## src/rtl/npc_pkg.sv

```systemverilog
package npc_pkg;
   typedef enum logic [1:0] {
      FLOW_SEQ  = 2'd0,
      FLOW_BR   = 2'd1,
      FLOW_JABS = 2'd2,
      FLOW_JREG = 2'd3
   } flow_e;

   typedef enum logic [2:0] {
      CND_EQ  = 3'd0,
      CND_NE  = 3'd1,
      CND_LEZ = 3'd2,
      CND_GTZ = 3'd3,
      CND_LTZ = 3'd4,
      CND_GEZ = 3'd5,
      CND_NV6 = 3'd6,
      CND_NV7 = 3'd7
   } cond_e;

   typedef enum logic [1:0] {
      LNK_NONE = 2'd0,
      LNK_R31  = 2'd1,
      LNK_RD   = 2'd2,
      LNK_OFF  = 2'd3
   } link_e;
endpackage

```

## src/rtl/npc_cond.sv

```systemverilog
module npc_cond
   import npc_pkg::*;
#(
   parameter int XLEN     = 32,
   parameter int EQ_STYLE = 0
) (
   input  cond_e            cond,
   input  logic [XLEN-1:0]  rs,
   input  logic [XLEN-1:0]  rt,
   output logic             hit
);
   logic same;
   logic neg;
   logic zero;

   generate
      if (EQ_STYLE == 0) begin : g_eq_cmp
         assign same = (rs == rt);
      end else begin : g_eq_xor
         assign same = ~|(rs ^ rt);
      end
   endgenerate

   assign neg  = rs[XLEN-1];
   assign zero = ~|rs;

   always_comb begin
      case (cond)
         CND_EQ:  hit = same;
         CND_NE:  hit = ~same;
         CND_LEZ: hit = neg | zero;
         CND_GTZ: hit = ~neg & ~zero;
         CND_LTZ: hit = neg;
         CND_GEZ: hit = ~neg;
         default: hit = 1'b0;
      endcase
   end
endmodule

```

## src/rtl/npc_target.sv

```systemverilog
module npc_target #(
   parameter int XLEN  = 32,
   parameter int OFF_W = 16,
   parameter int JF_W  = 26
) (
   input  logic [XLEN-1:0]  pc,
   input  logic [OFF_W-1:0] off,
   input  logic [JF_W-1:0]  jf,
   output logic [XLEN-1:0]  seq_addr,
   output logic [XLEN-1:0]  br_addr,
   output logic [XLEN-1:0]  jabs_addr
);
   localparam int EXT_W    = XLEN - OFF_W - 2;
   localparam int REGION_W = XLEN - JF_W - 2;

   logic [XLEN-1:0] off_bytes;

   assign seq_addr  = pc + XLEN'(4);
   assign off_bytes = {{EXT_W{off[OFF_W-1]}}, off, 2'b00};
   assign br_addr   = seq_addr + off_bytes;

   generate
      if (REGION_W > 0) begin : g_region
         assign jabs_addr = {seq_addr[XLEN-1 -: REGION_W], jf, 2'b00};
      end else begin : g_flat
         assign jabs_addr = {jf, 2'b00};
      end
   endgenerate
endmodule

```

## src/rtl/npc_link.sv

```systemverilog
module npc_link
   import npc_pkg::*;
#(
   parameter int XLEN     = 32,
   parameter int RIDX_W   = 5,
   parameter int LINK_REG = 31
) (
   input  link_e              sel,
   input  logic [RIDX_W-1:0]  rd,
   input  logic [XLEN-1:0]    ret_addr,
   output logic [XLEN-1:0]    addr,
   output logic               we,
   output logic [RIDX_W-1:0]  dst
);
   assign addr = ret_addr;

   always_comb begin
      case (sel)
         LNK_R31: begin we = 1'b1; dst = RIDX_W'(LINK_REG); end
         LNK_RD:  begin we = 1'b1; dst = rd;                end
         default: begin we = 1'b0; dst = '0;                end
      endcase
   end
endmodule

```

## src/rtl/npc_pcreg.sv

```systemverilog
module npc_pcreg #(
   parameter int              XLEN       = 32,
   parameter logic [XLEN-1:0] RESET_ADDR = '0
) (
   input  logic             clk,
   input  logic             rst,
   input  logic             hold,
   input  logic [XLEN-1:0]  d,
   output logic [XLEN-1:0]  q
);
   always_ff @(posedge clk) begin
      if (rst)        q <= RESET_ADDR;
      else if (!hold) q <= d;
   end
endmodule

```

## src/rtl/npc_unit.sv

```systemverilog
module npc_unit
   import npc_pkg::*;
#(
   parameter int          XLEN       = 32,
   parameter int          OFF_W      = 16,
   parameter int          JF_W       = 26,
   parameter int          RIDX_W     = 5,
   parameter int          LINK_REG   = 31,
   parameter int          EQ_STYLE   = 0,
   parameter logic [31:0] RESET_ADDR = 32'h0040_0000
) (
   input  logic              clk,
   input  logic              rst,
   input  logic              stall,
   input  logic [1:0]        flow_kind,
   input  logic [2:0]        br_cond,
   input  logic [1:0]        link_sel,
   input  logic [RIDX_W-1:0] rd_idx,
   input  logic [OFF_W-1:0]  br_off,
   input  logic [JF_W-1:0]   jmp_field,
   input  logic [XLEN-1:0]   rs_val,
   input  logic [XLEN-1:0]   rt_val,
   output logic [XLEN-1:0]   pc_q,
   output logic [XLEN-1:0]   next_pc,
   output logic              taken,
   output logic              misaligned,
   output logic [XLEN-1:0]   link_addr,
   output logic              link_we,
   output logic [RIDX_W-1:0] link_dst
);
   localparam logic [XLEN-1:0] RST_PC = XLEN'(RESET_ADDR);

   generate
      if (XLEN < OFF_W + 2)         begin : g_bad_off  $error("XLEN too small for offset"); end
      if (XLEN < JF_W + 2)          begin : g_bad_jf   $error("XLEN too small for jump field"); end
      if (LINK_REG >= (1 << RIDX_W)) begin : g_bad_lnk $error("LINK_REG out of range"); end
      if (RESET_ADDR[1:0] != 2'b00) begin : g_bad_rst  $error("RESET_ADDR not word aligned"); end
   endgenerate

   flow_e           kind;
   logic            cond_hit;
   logic [XLEN-1:0] seq_addr;
   logic [XLEN-1:0] br_addr;
   logic [XLEN-1:0] jabs_addr;

   assign kind = flow_e'(flow_kind);

   npc_cond #(.XLEN(XLEN), .EQ_STYLE(EQ_STYLE)) cond_i (
      .cond (cond_e'(br_cond)),
      .rs   (rs_val),
      .rt   (rt_val),
      .hit  (cond_hit)
   );

   npc_target #(.XLEN(XLEN), .OFF_W(OFF_W), .JF_W(JF_W)) tgt_i (
      .pc        (pc_q),
      .off       (br_off),
      .jf        (jmp_field),
      .seq_addr  (seq_addr),
      .br_addr   (br_addr),
      .jabs_addr (jabs_addr)
   );

   npc_link #(.XLEN(XLEN), .RIDX_W(RIDX_W), .LINK_REG(LINK_REG)) link_i (
      .sel      (link_e'(link_sel)),
      .rd       (rd_idx),
      .ret_addr (seq_addr),
      .addr     (link_addr),
      .we       (link_we),
      .dst      (link_dst)
   );

   always_comb begin
      case (kind)
         FLOW_BR:   begin taken = cond_hit; next_pc = cond_hit ? br_addr : seq_addr; end
         FLOW_JABS: begin taken = 1'b1;     next_pc = jabs_addr; end
         FLOW_JREG: begin taken = 1'b1;     next_pc = rs_val;    end
         default:   begin taken = 1'b0;     next_pc = seq_addr;  end
      endcase
   end

   assign misaligned = taken & (|next_pc[1:0]);

   npc_pcreg #(.XLEN(XLEN), .RESET_ADDR(RST_PC)) pc_i (
      .clk  (clk),
      .rst  (rst),
      .hold (stall),
      .d    (next_pc),
      .q    (pc_q)
   );
endmodule

```

## config.mk

```make
export PLATFORM = sky130hd
export DESIGN_NAME = npc_unit
export DESIGN_NICKNAME = d
export VERILOG_FILES = /design/src/rtl/npc_pkg.sv /design/src/rtl/npc_cond.sv /design/src/rtl/npc_target.sv /design/src/rtl/npc_link.sv /design/src/rtl/npc_pcreg.sv /design/src/rtl/npc_unit.sv
export SDC_FILE = /design/constraint.sdc
export NUM_CORES = 1
export LEC_CHECK = 0
export ABC_AREA = 1
export BUFFER_PORTS_ARGS = -buffer_cell sky130_fd_sc_hd__buf_2
export CAP_MARGIN = 20
export CORE_ASPECT_RATIO = 1.25
export CORE_MARGIN = 2
export CORE_UTILIZATION = 35
export DETAILED_ROUTE_END_ITERATION = 10
export SYNTH_ARGS = -nofsm -noshare
export SYNTH_HDL_FRONTEND = slang
export SYNTH_SLANG_ARGS = --single-unit
```

## constraint.sdc

```tcl
create_clock -name clk -period 6.7 [get_ports clk]
set_input_delay 1.34 -clock clk [delete_from_list [all_inputs] [get_ports clk]]
set_output_delay 1.34 -clock clk [all_outputs]
set_load 0.02 [all_outputs]
```

==> qor.yml <==
status: "finished clean"
antenna_left: 0
cp-start-kind: "flop"
endpoint_kind: "primary output"
busiest_layer: "met2"
fillers: 2181
cap_violations: 0
synth_edf_count: 0
postCtsHoldBufs: 0
synth_area_um2: 6740
antenna_cells: 0
tightestPinTransition_ns: 0.752
crit_required_ns: 5.36
drt-wirelength-per-cell_um: 15.4
groute.layer.met1.usage_pct: 30.1
place_inst: 1679
track_usage_pct: 25.1
gp_congestion: 0.914
fmax_mhz: 190
grt_use_met2_pct: 45.6
yosys-top-cells-count: "nand2_1, inv_1, nand3_1"
ioPinCount: 225
top_register: "pc_i.q"
reg2regPathDepth: 22
drive_gt1_share_pct: 20.4
power_leakage_uw: 0.00475
hp-class: "reg2reg"
viasPerCell: 4.97
syn_to_final_growth_pct: 19.8
ys_warn_count: 0
r2r_slack_ns: 3.04
startpoint: "pc_i.q[2]$_SDFFE_PP0N_"
drv_slew: 0
cts_setup_buffers: 0
hold_viol: 0
setup_viol: 0
tns_ns: 0
coreArea_um2: 18800
ys_ff_latch: 32
yosysSeqAreaShare_pct: 9.50
die-area_um2: 20400
start_util_pct: 35.8
largest_reg_flops: 32
final_cells: 1686
crit_type: "reg2out"
drc_errors: 0
die_h_um: 159
p_per_area_nw_per_um2: 143
die_w_um: 128
rr_startpoint: "pc_i.q[2]$_SDFFE_PP0N_"
clk_pin_slew_ns: 0.06
clk_latency_ns: 0.29
synth_top_cell_area_share_pct: 21.6
clk_path_buf_depth: 2
cts-resized-gates: 0
postSynthAreaPerCell_um2: 5.36
rr_endpoint: "pc_i.q[27]$_SDFFE_PP0N_"
gr-total-overflow: 0
wl_mm: 25.9
nNetsFinal: 1611
io_buffers: 224
dp_hpwl_mm: 21.8
vias: 8386
fin_skew_ns: 0.00330
layout.area.seq_um2: 641
grt_use_met3_pct: 2.76
synth_fp_nets: 1414
cts_root_buffer: "clkbuf_16"
grt_start_max_net_pins: 33
relSlewSlack_pct: 49.9
grt_pass1_wl_mm: 40.5
syn_inst: 1257
largestRegisters: "pc_i.q x32"
cts_sinks: 32
drtPass1Iterations: 7
cts_tree: "yes"
htree_levels: 2
async_reset_ff_share_pct: 0
crit_end: "next_pc[29]"
yosysUniqueCellTypes: 39
multi_input_area_um2: 5010
synth.largest_area_cell: "nand2_1"
irDropWorstVdd_mv: 0.0793
cts_made_buffers: 5
fin_crit_sh_pct: 78.3
ys_top_cells_by_area: "nand2_1, inv_1, nand3_1, dfxtp_1, ha_1"
post-synth-top-count-cell: "nand2_1"
fin_crit_ns: 5.25
worst-endpoint-arrival_ns: 3.91
grt_pass1_vias: 7990
path_max_fanout: 5
first_iter_violations: 514
synth_flop_cell: "dfxtp_1"
row_count: 56
rsz0062_at_grt: "false"
antenna_found_initial: 0
worst min-delay path by stage:
stage / from / to / depth (start not counted)
final: pc_i.q[0]$_SDFFE_PP0N_ / pc_i.q[0]$_SDFFE_PP0N_ / 4
after global routing: pc_i.q[1]$_SDFFE_PP0N_ / pc_i.q[1]$_SDFFE_PP0N_ / 4
after CTS: pc_i.q[1]$_SDFFE_PP0N_ / pc_i.q[1]$_SDFFE_PP0N_ / 4
after detailed placement: pc_i.q[0]$_SDFFE_PP0N_ / pc_i.q[0]$_SDFFE_PP0N_ / 4
after global placement: pc_i.q[0]$_SDFFE_PP0N_ / pc_i.q[0]$_SDFFE_PP0N_ / 4
after floorplan: pc_i.q[0]$_SDFFE_PP0N_ / pc_i.q[0]$_SDFFE_PP0N_ / 4
layout make-up:
type	count	area share (%)
sequential	32	7.93
clock buffer	7	1.89
multi-input combinational	964	62.0
tap	232	3.59
timing repair buffer	228	14.3
inverter	223	10.4
routing by layer:
| layer | part of all wire (%) | vias up | wire length [µm] |
|---|---|---|---|
| met5 | 0 | - | 0 |
| met4 | 2.8 | 0 | 728 |
| met3 | 6.4 | 42 | 1650 |
| met2 | 50 | 305 | 12900 |
| met1 | 41 | 3699 | 10700 |
| li1 | - | 4340 | - |
logic make-up (layout without fill, tap and decap cells):
family,after synthesis,count (layout),share of synthesized area (%)
fa+ha+maj,36,36,6.79
compound gates,93,93,7.33
flops,32,32,9.50
buf+inv,261,458,16.3
simple gates,778,778,52.4
xor+xnor,57,57,7.63
worst max-delay path, stage by stage, from the launching register on:
cell and delay (ns):
dfxtp_1 0.42, ha_1 0.20, nand2_1 0.07, nor2_1 0.23
inv_1 0.17, nor2_1 0.32, nor2_1 0.07, o21bai_1 0.18
inv_1 0.18, ha_1 0.31, nand2_1 0.10, inv_1 0.06
nand2_1 0.08, nand3_1 0.07, nand2_1 0.06, nand3b_1 0.22
nand2_1 0.18, nand2_1 0.07, nand2_1 0.06, nand2_1 0.07
nand2_1 0.09, nand3_1 0.10, nand3_1 0.12, buf_2 0.17
cells in the final DEF (no fill, tap or decap):
cell type,n
nand2_1,387
o21ai_1,2
inv_1,220
xnor2_1,34
buf_2,224
clkbuf_16,5
nor2_1,109
dfxtp_1,32
nor4_1,2
nor2_4,5
nand2_2,20
a21oi_1,58
ha_1,35
nor2_2,10
o21ai_0,20
inv_2,3
xor2_1,21
nand3b_1,9
o21a_1,3
o21bai_1,6
a21o_1,1
nand2_4,5
clkbuf_8,2
buf_4,4
o22ai_1,3
or2_1,1
nor2_8,1
nand3_1,159
nand4_1,37
and2_1,3
xor2_2,2
nand3_2,15
fa_1,1
nor3_1,15
where the power goes:
group	internal (µW)	total [µW]	leakage [µW]	switching (µW)
registers	206	228	0.000265	21.7
logic	225	675	0.00441	449
clock network	156	249	0.0000760	92.8
per-stage QoR:
stage               worst slack, ns  area [µm²]  util, %  total power, µW  hold WS, ns
floorplan                      2.31        6740        -              688        0.633
global placement               1.79        7930     42.0              901        0.565
detailed placement             1.77        7930     42.0              903        0.571
CTS                            1.52        8080     42.9             1160        0.581
global route                   1.16        8080     42.9             1230        0.630
finish                         1.45        8080     42.9             1150        0.578
No activity file was read; power rests on OpenSTA's default activity.
